===== config.mk =====
export PLATFORM = sky130hd
export DESIGN_NAME = rtc3w_master
export DESIGN_NICKNAME = d
export VERILOG_FILES = /design/src/rtl/rtc3w_pkg.sv /design/src/rtl/rtc3w_tick.sv /design/src/rtl/rtc3w_seq.sv /design/src/rtl/rtc3w_probe.sv /design/src/rtl/rtc3w_master.sv
export SDC_FILE = /design/constraint.sdc
export NUM_CORES = 1
export LEC_CHECK = 0
export CORE_MARGIN = 4
export CORE_UTILIZATION = 59
export DETAILED_ROUTE_END_ITERATION = 8
export MAX_ROUTING_LAYER = met4
export PLACE_DENSITY = 0.84
export SETUP_SLACK_MARGIN = 0.5
export SYNTH_ARGS = -nofsm -noshare
export SYNTH_HDL_FRONTEND = slang
export SYNTH_SLANG_ARGS = --single-unit

===== constraint.sdc =====
create_clock -name clk -period 4.3 [get_ports clk]
set_clock_uncertainty 0.15 [all_clocks]
set_input_delay 0.86 -clock clk [delete_from_list [all_inputs] [get_ports clk]]
set_output_delay 0.86 -clock clk [all_outputs]
set_load 0.005 [all_outputs]

===== src/rtl/rtc3w_pkg.sv =====
`timescale 1ns/1ps
package rtc3w_pkg;

  // Link geometry fixed by the command format
  localparam int ADDR_W  = 6;
  localparam int BYTE_W  = 8;
  localparam int BIT_CW  = $clog2(BYTE_W);

  typedef enum logic [3:0] {
    SQ_IDLE,   // nothing on the link
    SQ_LOW,    // all lines held low before framing
    SQ_CE,     // chip-select up, clock low
    SQ_BLO,    // transmit bit, clock low
    SQ_BHI,    // transmit bit, clock high
    SQ_RLO,    // receive bit, clock low (sample at end)
    SQ_RHI,    // receive bit, clock high
    SQ_TAIL,   // last half before chip-select drops
    SQ_FIN     // chip-select low, line released -> driven again
  } seq_state_t;

  typedef enum logic [2:0] {
    PR_IDLE,
    PR_WR,     // launch pattern write
    PR_WWAIT,  // wait write end
    PR_RD,     // launch readback
    PR_RWAIT   // wait readback end
  } probe_state_t;

  // Command: marker in the top bit, address above the direction bit
  function automatic logic [BYTE_W-1:0] make_cmd(input logic [ADDR_W-1:0] a,
                                                 input logic rd);
    return {1'b1, a, rd};
  endfunction

endpackage


===== src/rtl/rtc3w_tick.sv =====
`timescale 1ns/1ps
module rtc3w_tick #(
  parameter int HALF_DIV = 50
) (
  input  logic clk,
  input  logic rst,
  input  logic run,
  output logic tick
);
  localparam int CW = (HALF_DIV > 1) ? $clog2(HALF_DIV) : 1;
  localparam logic [CW-1:0] LAST = CW'(HALF_DIV - 1);

  logic [CW-1:0] cnt;

  always_ff @(posedge clk) begin
    if (rst || !run)      cnt <= '0;
    else if (cnt == LAST) cnt <= '0;
    else                  cnt <= cnt + 1'b1;
  end

  assign tick = run && (cnt == LAST);
endmodule


===== src/rtl/rtc3w_seq.sv =====
`timescale 1ns/1ps
module rtc3w_seq
  import rtc3w_pkg::*;
(
  input  logic              clk,
  input  logic              rst,
  input  logic              tick,
  input  logic              start,
  input  logic              rd,
  input  logic [ADDR_W-1:0] addr,
  input  logic [BYTE_W-1:0] wdata,
  input  logic              sio_in,
  output logic              run,
  output logic              busy,
  output logic              done,
  output logic [BYTE_W-1:0] rdata,
  output logic              ce,
  output logic              sclk,
  output logic              sio_out,
  output logic              sio_oe
);
  localparam logic [BIT_CW-1:0] LAST_BIT = BIT_CW'(BYTE_W - 1);

  seq_state_t        st;
  logic [BIT_CW-1:0] bcnt;
  logic              in_data;
  logic              is_rd;
  logic [BYTE_W-1:0] txsh;
  logic [BYTE_W-1:0] wbuf;
  logic [BYTE_W-1:0] rxsh;

  assign run = (st != SQ_IDLE) && (st != SQ_FIN);

  always_ff @(posedge clk) begin
    if (rst) begin
      st      <= SQ_IDLE;
      bcnt    <= '0;
      in_data <= 1'b0;
      is_rd   <= 1'b0;
      txsh    <= '0;
      wbuf    <= '0;
      rxsh    <= '0;
      rdata   <= '0;
      busy    <= 1'b0;
      done    <= 1'b0;
      ce      <= 1'b0;
      sclk    <= 1'b0;
      sio_out <= 1'b0;
      sio_oe  <= 1'b1;
    end else begin
      done <= 1'b0;
      case (st)
        SQ_IDLE: if (start) begin
          st      <= SQ_LOW;
          busy    <= 1'b1;
          ce      <= 1'b0;
          sclk    <= 1'b0;
          sio_out <= 1'b0;
          sio_oe  <= 1'b1;
          txsh    <= make_cmd(addr, rd);
          wbuf    <= wdata;
          is_rd   <= rd;
          bcnt    <= '0;
          in_data <= 1'b0;
        end
        SQ_LOW: if (tick) begin
          ce <= 1'b1;
          st <= SQ_CE;
        end
        SQ_CE: if (tick) begin
          sio_out <= txsh[0];
          st      <= SQ_BLO;
        end
        SQ_BLO: if (tick) begin
          sclk <= 1'b1;
          st   <= SQ_BHI;
        end
        SQ_BHI: if (tick) begin
          sclk <= 1'b0;
          bcnt <= bcnt + 1'b1;
          if (bcnt == LAST_BIT) begin
            if (in_data) begin
              sio_out <= 1'b0;
              st      <= SQ_TAIL;
            end else if (is_rd) begin
              sio_out <= 1'b0;
              sio_oe  <= 1'b0;
              st      <= SQ_RLO;
            end else begin
              in_data <= 1'b1;
              txsh    <= wbuf;
              sio_out <= wbuf[0];
              st      <= SQ_BLO;
            end
          end else begin
            txsh    <= txsh >> 1;
            sio_out <= txsh[1];
            st      <= SQ_BLO;
          end
        end
        SQ_RLO: if (tick) begin
          rxsh <= {sio_in, rxsh[BYTE_W-1:1]};
          sclk <= 1'b1;
          st   <= SQ_RHI;
        end
        SQ_RHI: if (tick) begin
          sclk <= 1'b0;
          bcnt <= bcnt + 1'b1;
          if (bcnt == LAST_BIT) st <= SQ_TAIL;
          else                  st <= SQ_RLO;
        end
        SQ_TAIL: if (tick) begin
          ce   <= 1'b0;
          done <= 1'b1;
          if (is_rd) rdata <= rxsh;
          st   <= SQ_FIN;
        end
        SQ_FIN: begin
          sio_oe <= 1'b1;
          busy   <= 1'b0;
          st     <= SQ_IDLE;
        end
        default: st <= SQ_IDLE;
      endcase
    end
  end
endmodule


===== src/rtl/rtc3w_probe.sv =====
`timescale 1ns/1ps
module rtc3w_probe
  import rtc3w_pkg::*;
#(
  parameter logic [BYTE_W-1:0] PATTERN  = 8'h42,
  parameter logic [ADDR_W-1:0] TEST_REG = '0
) (
  input  logic              clk,
  input  logic              rst,
  input  logic              go,
  input  logic              seq_busy,
  input  logic              seq_done,
  input  logic [BYTE_W-1:0] seq_rdata,
  output logic              active,
  output logic              last,
  output logic              start,
  output logic              rd,
  output logic [ADDR_W-1:0] addr,
  output logic [BYTE_W-1:0] wdata,
  output logic              absent
);
  probe_state_t ps;

  assign active = (ps != PR_IDLE);
  assign last   = (ps == PR_RWAIT);
  assign start  = ((ps == PR_WR) || (ps == PR_RD)) && !seq_busy;
  assign rd     = (ps == PR_RD);
  assign addr   = TEST_REG;
  assign wdata  = PATTERN;

  always_ff @(posedge clk) begin
    if (rst) begin
      ps     <= PR_IDLE;
      absent <= 1'b0;
    end else begin
      case (ps)
        PR_IDLE:  if (go)       ps <= PR_WR;
        PR_WR:    if (start)    ps <= PR_WWAIT;
        PR_WWAIT: if (seq_done) ps <= PR_RD;
        PR_RD:    if (start)    ps <= PR_RWAIT;
        PR_RWAIT: if (seq_done) begin
          absent <= (seq_rdata != PATTERN);
          ps     <= PR_IDLE;
        end
        default: ps <= PR_IDLE;
      endcase
    end
  end
endmodule


===== src/rtl/rtc3w_master.sv =====
`timescale 1ns/1ps
module rtc3w_master
  import rtc3w_pkg::*;
#(
  parameter int                HALF_DIV = 50,
  parameter logic [BYTE_W-1:0] PATTERN  = 8'h42
) (
  input  logic              clk,
  input  logic              rst,
  input  logic              req,
  input  logic              rd_nwr,
  input  logic [ADDR_W-1:0] addr,
  input  logic [BYTE_W-1:0] wdata,
  input  logic              probe_req,
  output logic [BYTE_W-1:0] rdata,
  output logic              busy,
  output logic              done,
  output logic              absent,
  output logic              ce,
  output logic              sclk,
  output logic              sio_out,
  output logic              sio_oe,
  input  logic              sio_in
);
  logic              run, tick;
  logic              seq_busy, seq_done;
  logic              seq_start, seq_rd;
  logic [ADDR_W-1:0] seq_addr;
  logic [BYTE_W-1:0] seq_wdata;
  logic              p_active, p_last, p_start, p_rd;
  logic [ADDR_W-1:0] p_addr;
  logic [BYTE_W-1:0] p_wdata;
  logic              host_go, probe_go;

  assign busy     = seq_busy | p_active;
  assign host_go  = req & ~busy;
  assign probe_go = probe_req & ~req & ~busy;

  assign seq_start = p_active ? p_start : host_go;
  assign seq_rd    = p_active ? p_rd    : rd_nwr;
  assign seq_addr  = p_active ? p_addr  : addr;
  assign seq_wdata = p_active ? p_wdata : wdata;
  assign done      = seq_done & (~p_active | p_last);

  rtc3w_tick #(.HALF_DIV(HALF_DIV)) u_tick (
    .clk(clk), .rst(rst), .run(run), .tick(tick)
  );

  rtc3w_seq u_seq (
    .clk(clk), .rst(rst), .tick(tick),
    .start(seq_start), .rd(seq_rd), .addr(seq_addr), .wdata(seq_wdata),
    .sio_in(sio_in), .run(run), .busy(seq_busy), .done(seq_done),
    .rdata(rdata), .ce(ce), .sclk(sclk), .sio_out(sio_out), .sio_oe(sio_oe)
  );

  rtc3w_probe #(.PATTERN(PATTERN), .TEST_REG('0)) u_probe (
    .clk(clk), .rst(rst), .go(probe_go),
    .seq_busy(seq_busy), .seq_done(seq_done), .seq_rdata(rdata),
    .active(p_active), .last(p_last), .start(p_start), .rd(p_rd),
    .addr(p_addr), .wdata(p_wdata), .absent(absent)
  );
endmodule


# After elaboration in Yosys (flattened, before gate mapping)
# Cells that the tools add are included.
# W data, S select, Z words.
# word_totals
inputBits	20
latchBits	0
romBits	0
elab_cells	157
output_inout_bits	15
mem_bits_rw	0
mem_count	0
reg_bits	57
# op_classes
muxes	56
n_bitwise	10
shift	0
mul	0
addsub	2
order_cmp	0
div	0
n_reduce_logical	36
n_eq_ne	36
# op_table
op	count
$mux W8	6
$mux W4	10
$pmux W4 S8	1
$ne A2 B2 Y1 const B	13
$mux W3	8
$mux W1	20
$eq A4 B3 Y1 const B	4
$pmux W8 S2	1
$reduce_and A4 Y1	4
$pmux W3 S5	1
$reduce_bool A3 Y1	5
$pmux W1 S3	4
$ne A2 B1 Y1 const B	5
$reduce_and A5 Y1	2
$eq A4 B2 Y1 const B	2
$ne A8 B7 Y1 const B	1
$reduce_and A2 Y1	4
$reduce_and A8 Y1	1
$reduce_or A2 Y1	4
$add A6 B1 Y6 const B	1
$eq A3 B2 Y1 const B	2
$eq A3 B3 Y1 const B	2
$eq A6 B6 Y1 const B	1
$mux W6	1
21 further kinds	37

# Depth between registers and ports, before layout
# Gate-level depths: netlist (run 1).
# depth
ltp_word	7
mapped_depth	8
depth_no_buf	7

# Modules after synthesis
# From an unflattened synthesis (run 1), not the netlist that was laid out.
# unflattened
hier_cells	315
hier_area_um2	3016.6
# modules_own_cells
mod	instances	cells_each	area_per_inst_um2	seq_area_each_um2
rtc3w_seq	1	225	2140.8	940.9
rtc3w_probe	1	39	334.1	80.1
rtc3w_tick	1	27	271.5	120.1
rtc3w_master	1	24	270.3	0.0

# Worst setup path after synthesis (run 1)
# No wires, ideal clock.
# synth_path
path_type	reg2out
from	register u_probe.ps[2]
to	output port busy
stages_incl_launch_ff	4
t_arrival_ps	1084
setup_slack_ps	2206
path_cell_list	dfxtp_1 -> clkbuf_1 -> nor3_1 -> nand2b_1
# synth_via
elab_chain_cells	2
# synth_lines
element	line_no	source
start: declaration	rtc3w_probe.sv:22	probe_state_t ps;
start signal: assignment	rtc3w_probe.sv:33	ps <= PR_IDLE;
start signal: assignment	rtc3w_probe.sv:37	PR_IDLE: if (go) ps <= PR_WR;
start signal: assignment	rtc3w_probe.sv:38	PR_WR: if (start) ps <= PR_WWAIT;
$reduce_bool A3 Y1	rtc3w_probe.sv:24	assign active = (ps != PR_IDLE);
$or A1 B1 Y1	rtc3w_master.sv:35	assign busy = seq_busy | p_active;
end: declaration	rtc3w_master.sv:16	output logic busy,
# Every way passes these cells.

# Worst setup path in the final report (run 1)
# Ends and elaborated chain as after synthesis.

==> results.yml, run 1 <==
detailed_routing:
  firstDrtPassIters: 4
  drt_iter0_markers: 230
  num_vias: 2272
  post-route-drc-count: 0
  drt-wirelength-per-cell_um: 15.1
  final_antenna_net_count: 0
  vias_per_cell: 5.86
  routed_wl_um: 5860
sta:
  max_freq_mhz: 327
  final.setup.tns_ps: 0
  tightestPinTransition_ps: 953
  fin_crit_sh: 0.711
  setup_viol: 0
  hold_viol: 0
  slew_headroom: 0.364
  drv_slew: 0
  grt_setup_unrepaired: "false"
  period_minus_slack_ps: 3060
min_path:
  min_path_type: "reg -> reg"
  min_from: "u_seq.wbuf[7]"
yosys:
  synthArstFlopShare: 0
  ys_seq_area_frac: 0.424
  synth.distinct_cells: 55
  yosysWarnings: 0
  avgSynthCellArea_sq_um: 8.85
  synth_nets: 329
  synthFlopType: "dfxtp_1"
  synth-edff-count: 0
  synth_area_sq_um: 2690
  ys_ff_latch: 57
  syn_inst: 304
placed_design:
  dpl.hpwl_um: 3960
  placed_cell_area_sq_um: 3010
  io_buffers: 34
  place.gp.congestion: 0.892
global_routing:
  grt_max_degree: 54
  grt_pass1_vias: 2085
  grt_use_total: 0.239
  antenna_found_initial: 0
  grt_overflow_total: 0
  grt_pass1_wl_um: 9750
floorplan:
  ioPinCount: 35
  die_w_um: 75.5
  die_y_um: 75.5
  die_area_sq_um: 5710
  core_sq_um: 4380
  rows: 24
  start_util: 0.614
setup_path:
  startpoint_type: "flop"
  cp-end-kind: "output pin"
  critPathMaxFanout: 12
  crit_type: "reg -> out"
  crit_arrival_ps: 2050
  cp-startpoint: "u_probe.ps[2]"
  timing.rr.start: "u_seq.st[0]"
  cp.required_ps: 3290
cts:
  worst_setup_hold_path_clk_slew_ps: 70
  clockBufferDepth: 2
  cts_tree: "done"
  cts_resized: 0
  cts_inserted_buffers: 9
  cts_root_buf: "clkbuf_8"
  h-tree-depth: 3
  post_cts_buffers: 0
  clkSinkCount: 57
  clkLatencyLatePin_ps: 340
  cts-hold-fix-buffers: 0
pwr:
  ir_worst_vdd_mv: 0.429
  power_density_nw_per_um2: 587
  leakage_nw: 1.28
finish:
  areaGrowthSynthToFinish_pct: 20.4
  finalInstanceArea_sq_um: 3240
  diodes: 0
  drive_above_1_share: 0.0952
  fill_cells: 347
  fin_util: 0.739
  fin_nets: 356
run_status:
  status: "finished clean"
flow_run:
  max-cap-violations: 0
==> placed cells by master, fill, tap and decap left out, types with 6 or more instances in the layout <==
cell type        netlist  routed
a21oi_1               18      18
a22oi_1                9       9
clkbuf_8               0      11
clkdlybuf4s50_1        0      33
dfxtp_1               57      57
inv_1                  6       6
mux2_2                 6       6
mux2i_1               19      19
nand2_1               21      21
nand3_1                9       9
nor2_1                49      49
nor3_1                12      12
==> worst max-delay path, stage by stage, from the launching register on <==
cell and delay (ps):
dfxtp_1 430, nor3_1 650, nand2b_1 140, clkdlybuf4s50_1 480
==> synthesized netlist by cell type (3+ instances only) <==
master,instances,area [sq um]
dfxtp_1,57,1140
nor2_1,49,184
nand2_1,21,78.8
mux2i_1,19,190
a21oi_1,18,90.1
nor3_1,12,60.1
clkbuf_1,11,41.3
a22oi_1,9,67.6
nand3_1,9,45.0
inv_1,6,22.5
mux2_2,6,67.6
a211oi_1,5,37.5
buf_2,5,25.0
ha_1,5,62.6
nand2b_1,4,25.0
nor4_1,4,25.0
o211ai_1,4,30.0
xor2_1,4,35.0
a311oi_1,3,26.3
nand3b_1,3,22.5
nor2b_1,3,18.8
o21ai_0,3,15.0
o21bai_1,3,22.5
or3_1,3,18.8
xnor2_1,3,26.3
==> cell families after synthesis <==
kind of cell / share of synthesized area
muxes: 0.0958
and+or+nand+nor: 0.234
adders and majority gates: 0.0232
AOI/OAI and AO/OA: 0.159
buffers and inverters: 0.0414
xor gates and xnor gates: 0.0228
DFF: 0.424
==> per-stage QoR <==
stage | power [mW] | std cells | setup slack (ps) | hold WS [ps]
after floorplan | 1.20 | 304 | 2210 | 278
after global placement | 1.31 | 372 | 1550 | 293
after detailed placement | 1.33 | 372 | 1460 | 294
after CTS | 1.91 | 388 | 1250 | 304
after global routing | 2.03 | 388 | 1150 | 336
final | 1.90 | 388 | 1240 | 306
==> state kept, by name (all words and copies together), names as in the netlist, 3 cells and up <==
signal       count
u_probe.ps       3
u_seq.bcnt       3
u_seq.rdata      8
u_seq.rxsh       8
u_seq.st         4
u_seq.txsh       8
u_seq.wbuf       8
u_tick.cnt       6
==> final timing paths <==
path / endpoint / slack (ps) / cells after the start
setup / recovery: busy / 1240 / 3
hold / removal: u_seq.wbuf[7] / 310 / 2
setup reg to reg: u_seq.ce / 2080 / 5
hold reg to reg: u_seq.wbuf[7] / 310 / 2
==> final cells by class <==
class,count,area (sq um),share of cell area
Clock buffer,12,155,0.0479
Tap cell,52,65.1,0.0201
Timing Repair Buffer,35,343,0.106
Clock inverter,4,75.1,0.0232
Multi-Input combinational cell,222,1440,0.444
Inverter,6,22.5,0.00695
Sequential cell,57,1140,0.352
==> report_power, final <==
group | switching, mW | internal (mW)
registers | 0.112 | 0.626
clock network | 0.216 | 0.358
logic | 0.331 | 0.260
total | 0.659 | 1.24
==> routing by layer <==
layer / wire (um) / GRT usage
met1: 2800 / 0.317
met2: 2660 / 0.334
met3: 316 / 0.0963
met4: 81 / 0.0699
met5: 0 / -
(Power assumes the default switching activity.)
==> run 2, diff against run 1 <==
--- a/config.mk
+++ b/config.mk
@@ -6,10 +6,10 @@
 export NUM_CORES = 1
 export LEC_CHECK = 0
 export CORE_MARGIN = 4
-export CORE_UTILIZATION = 59
+export CORE_UTILIZATION = 55
 export DETAILED_ROUTE_END_ITERATION = 8
 export MAX_ROUTING_LAYER = met4
-export PLACE_DENSITY = 0.84
+export PLACE_DENSITY = 0.8
 export SETUP_SLACK_MARGIN = 0.5
 export SYNTH_ARGS = -nofsm -noshare
 export SYNTH_HDL_FRONTEND = slang
==> constraint.sdc (replaced) <==
create_clock -name clk -period 3 [get_ports clk]
set_clock_uncertainty 0.15 [all_clocks]
set_input_delay 0.6 -clock clk [delete_from_list [all_inputs] [get_ports clk]]
set_output_delay 0.6 -clock clk [all_outputs]
set_load 0.005 [all_outputs]
==> run 2 against run 1 <==
Against the previous run: via count is 1.4% lower; worst hold slack improved by 17 ps; critical path depth stayed put; non-clock buffer count increased by 2; die area up 6.5%; clock-buffer cell count fell by 3.
==> results.yml, run 2 (synthesis results as in run 1) <==
cts:
  h-tree-depth: 3
  clkLatencyLatePin_ps: 340
  cts_inserted_buffers: 9
  worst_setup_hold_path_clk_slew_ps: 60
  clockBufferDepth: 2
  cts-hold-fix-buffers: 0
  cts_tree: "done"
  clkSinkCount: 57
  cts_root_buf: "clkbuf_8"
sta:
  hold_viol: 0
  whs_ps: 323
  fin_ws_ps: 629
  tightestPinTransition_ps: 941
  period_minus_slack_ps: 2370
  fin_crit_sh: 0.790
  max_freq_mhz: 422
  drv_slew: 0
  final.setup.tns_ps: 0
  setup_viol: 0
  slew_headroom: 0.372
  grt_setup_unrepaired: "false"
detailed_routing:
  final_antenna_net_count: 0
  drt_iter0_markers: 257
  vias_per_cell: 5.53
  post-route-drc-count: 0
  drt-wirelength-per-cell_um: 13.9
  num_vias: 2240
  firstDrtPassIters: 4
  routed_wl_um: 5650
finish:
  fin_nets: 358
  drive_above_1_share: 0.112
  layout_common_cells: "dfxtp_1, nor2_1, clkdlybuf4s50_1"
  diodes: 0
  multi_input_area_sq_um: 1460
  fin_cells: 405
  areaGrowthSynthToFinish_pct: 21.5
  fill_cells: 377
  final_common_cell: "dfxtp_1"
  finalInstanceArea_sq_um: 3270
  fin_util: 0.692
  seq_area_sq_um: 1140
global_routing:
  grt_pass1_vias: 2024
  antenna_found_initial: 0
  grt_max_degree: 54
  grt_use_met3: 0.0638
  grt_use_total: 0.208
  grt_overflow_total: 0
  grt_pass1_wl_um: 9560
  use_met2: 0.291
  grtUsageMet1: 0.277
  grt.busiest_layer: "met2"
setup_path:
  critPathMaxStageDelay_ps: 610
  slowest_stage: "dfxtp_1"
  cp_top_family: "flip-flops"
  crit_buf_inv: 1
  crit_chain: "nor3_4 > nand2b_1 > clkdlybuf4s50_1"
  critPathMaxFanout: 12
  crit_arrival_ps: 1620
  cp.required_ps: 2250
  crit_type: "reg -> out"
  cp-end-kind: "output pin"
  startpoint_type: "flop"
placed_design:
  placed_cell_area_sq_um: 3030
  pre_cts_ws_ps: 425
  place.gp.congestion: 0.846
  dpl.hpwl_um: 3770
  io_buffers: 34
  dp.cells: 387
floorplan:
  core_sq_um: 4720
  rows: 25
  die_area_sq_um: 6080
  die_y_um: 78.0
  ioPinCount: 35
  die_w_um: 78.0
  start_util: 0.570
pwr:
  ir_worst_vdd_mv: 0.575
  finalPower_mw: 2.72
  leakage_nw: 1.30
  power_density_nw_per_um2: 832
flow_run:
  max-cap-violations: 0
min_path:
  min_path_type: "reg -> reg"
run_status:
  status: "finished clean"
## run 2: cell types whose count changed in the layout (fill, tap and decap cells not counted), sizes merged
cell	previous run	this run
buf	2	4
clkinvlp	2	0
clkinv	0	5
clkbuf	12	9
## run 2: repair_timing
item	4_1_cts	5_1_grt
buffers inserted	0	2
cloned	0	0
endpoints found under the setup margin	1	2
gates resized for setup	2	2
pin swaps	0	1
hold endpoints to repair	0	0
## run 2: report_power, final
group          internal, mW  switching [mW]
clock network         0.459           0.306
registers             0.898           0.171
logic                 0.415           0.471
total                  1.77           0.948
## run 2: layout make-up
class / count / share of cell area
timing repair buffer: 37 / 0.109
tap: 67 / 0.0256
clock buffer: 9 / 0.0379
inverter: 6 / 0.00689
multi-input combinational: 222 / 0.445
sequential: 57 / 0.349
clock inverter: 7 / 0.0260
## run 2: tightest hold or removal path, cell delays in order, from the launching register on
cell and delay, ps:
dfxtp_1 320, nand2_1 60, a21oi_1 50
## run 2: routing by layer
layer	vias up	part of all wire
li1	1141	-
met1	1030	0.49
met3	12	0.042
met4	0	0.021
met2	57	0.45
met5	-	0
## run 2: worst paths after layout
kind | slack (ps) | endpoint | depth (start not counted) | from
hold reg to reg | 320 | u_seq.wbuf[5] | 2 | u_seq.wbuf[5]
hold / removal | 320 | u_seq.wbuf[5] | 2 | u_seq.wbuf[5]
setup / recovery | 630 | busy | 3 | u_probe.ps[2]
setup reg to reg | 760 | u_seq.ce | 5 | u_seq.st[0]
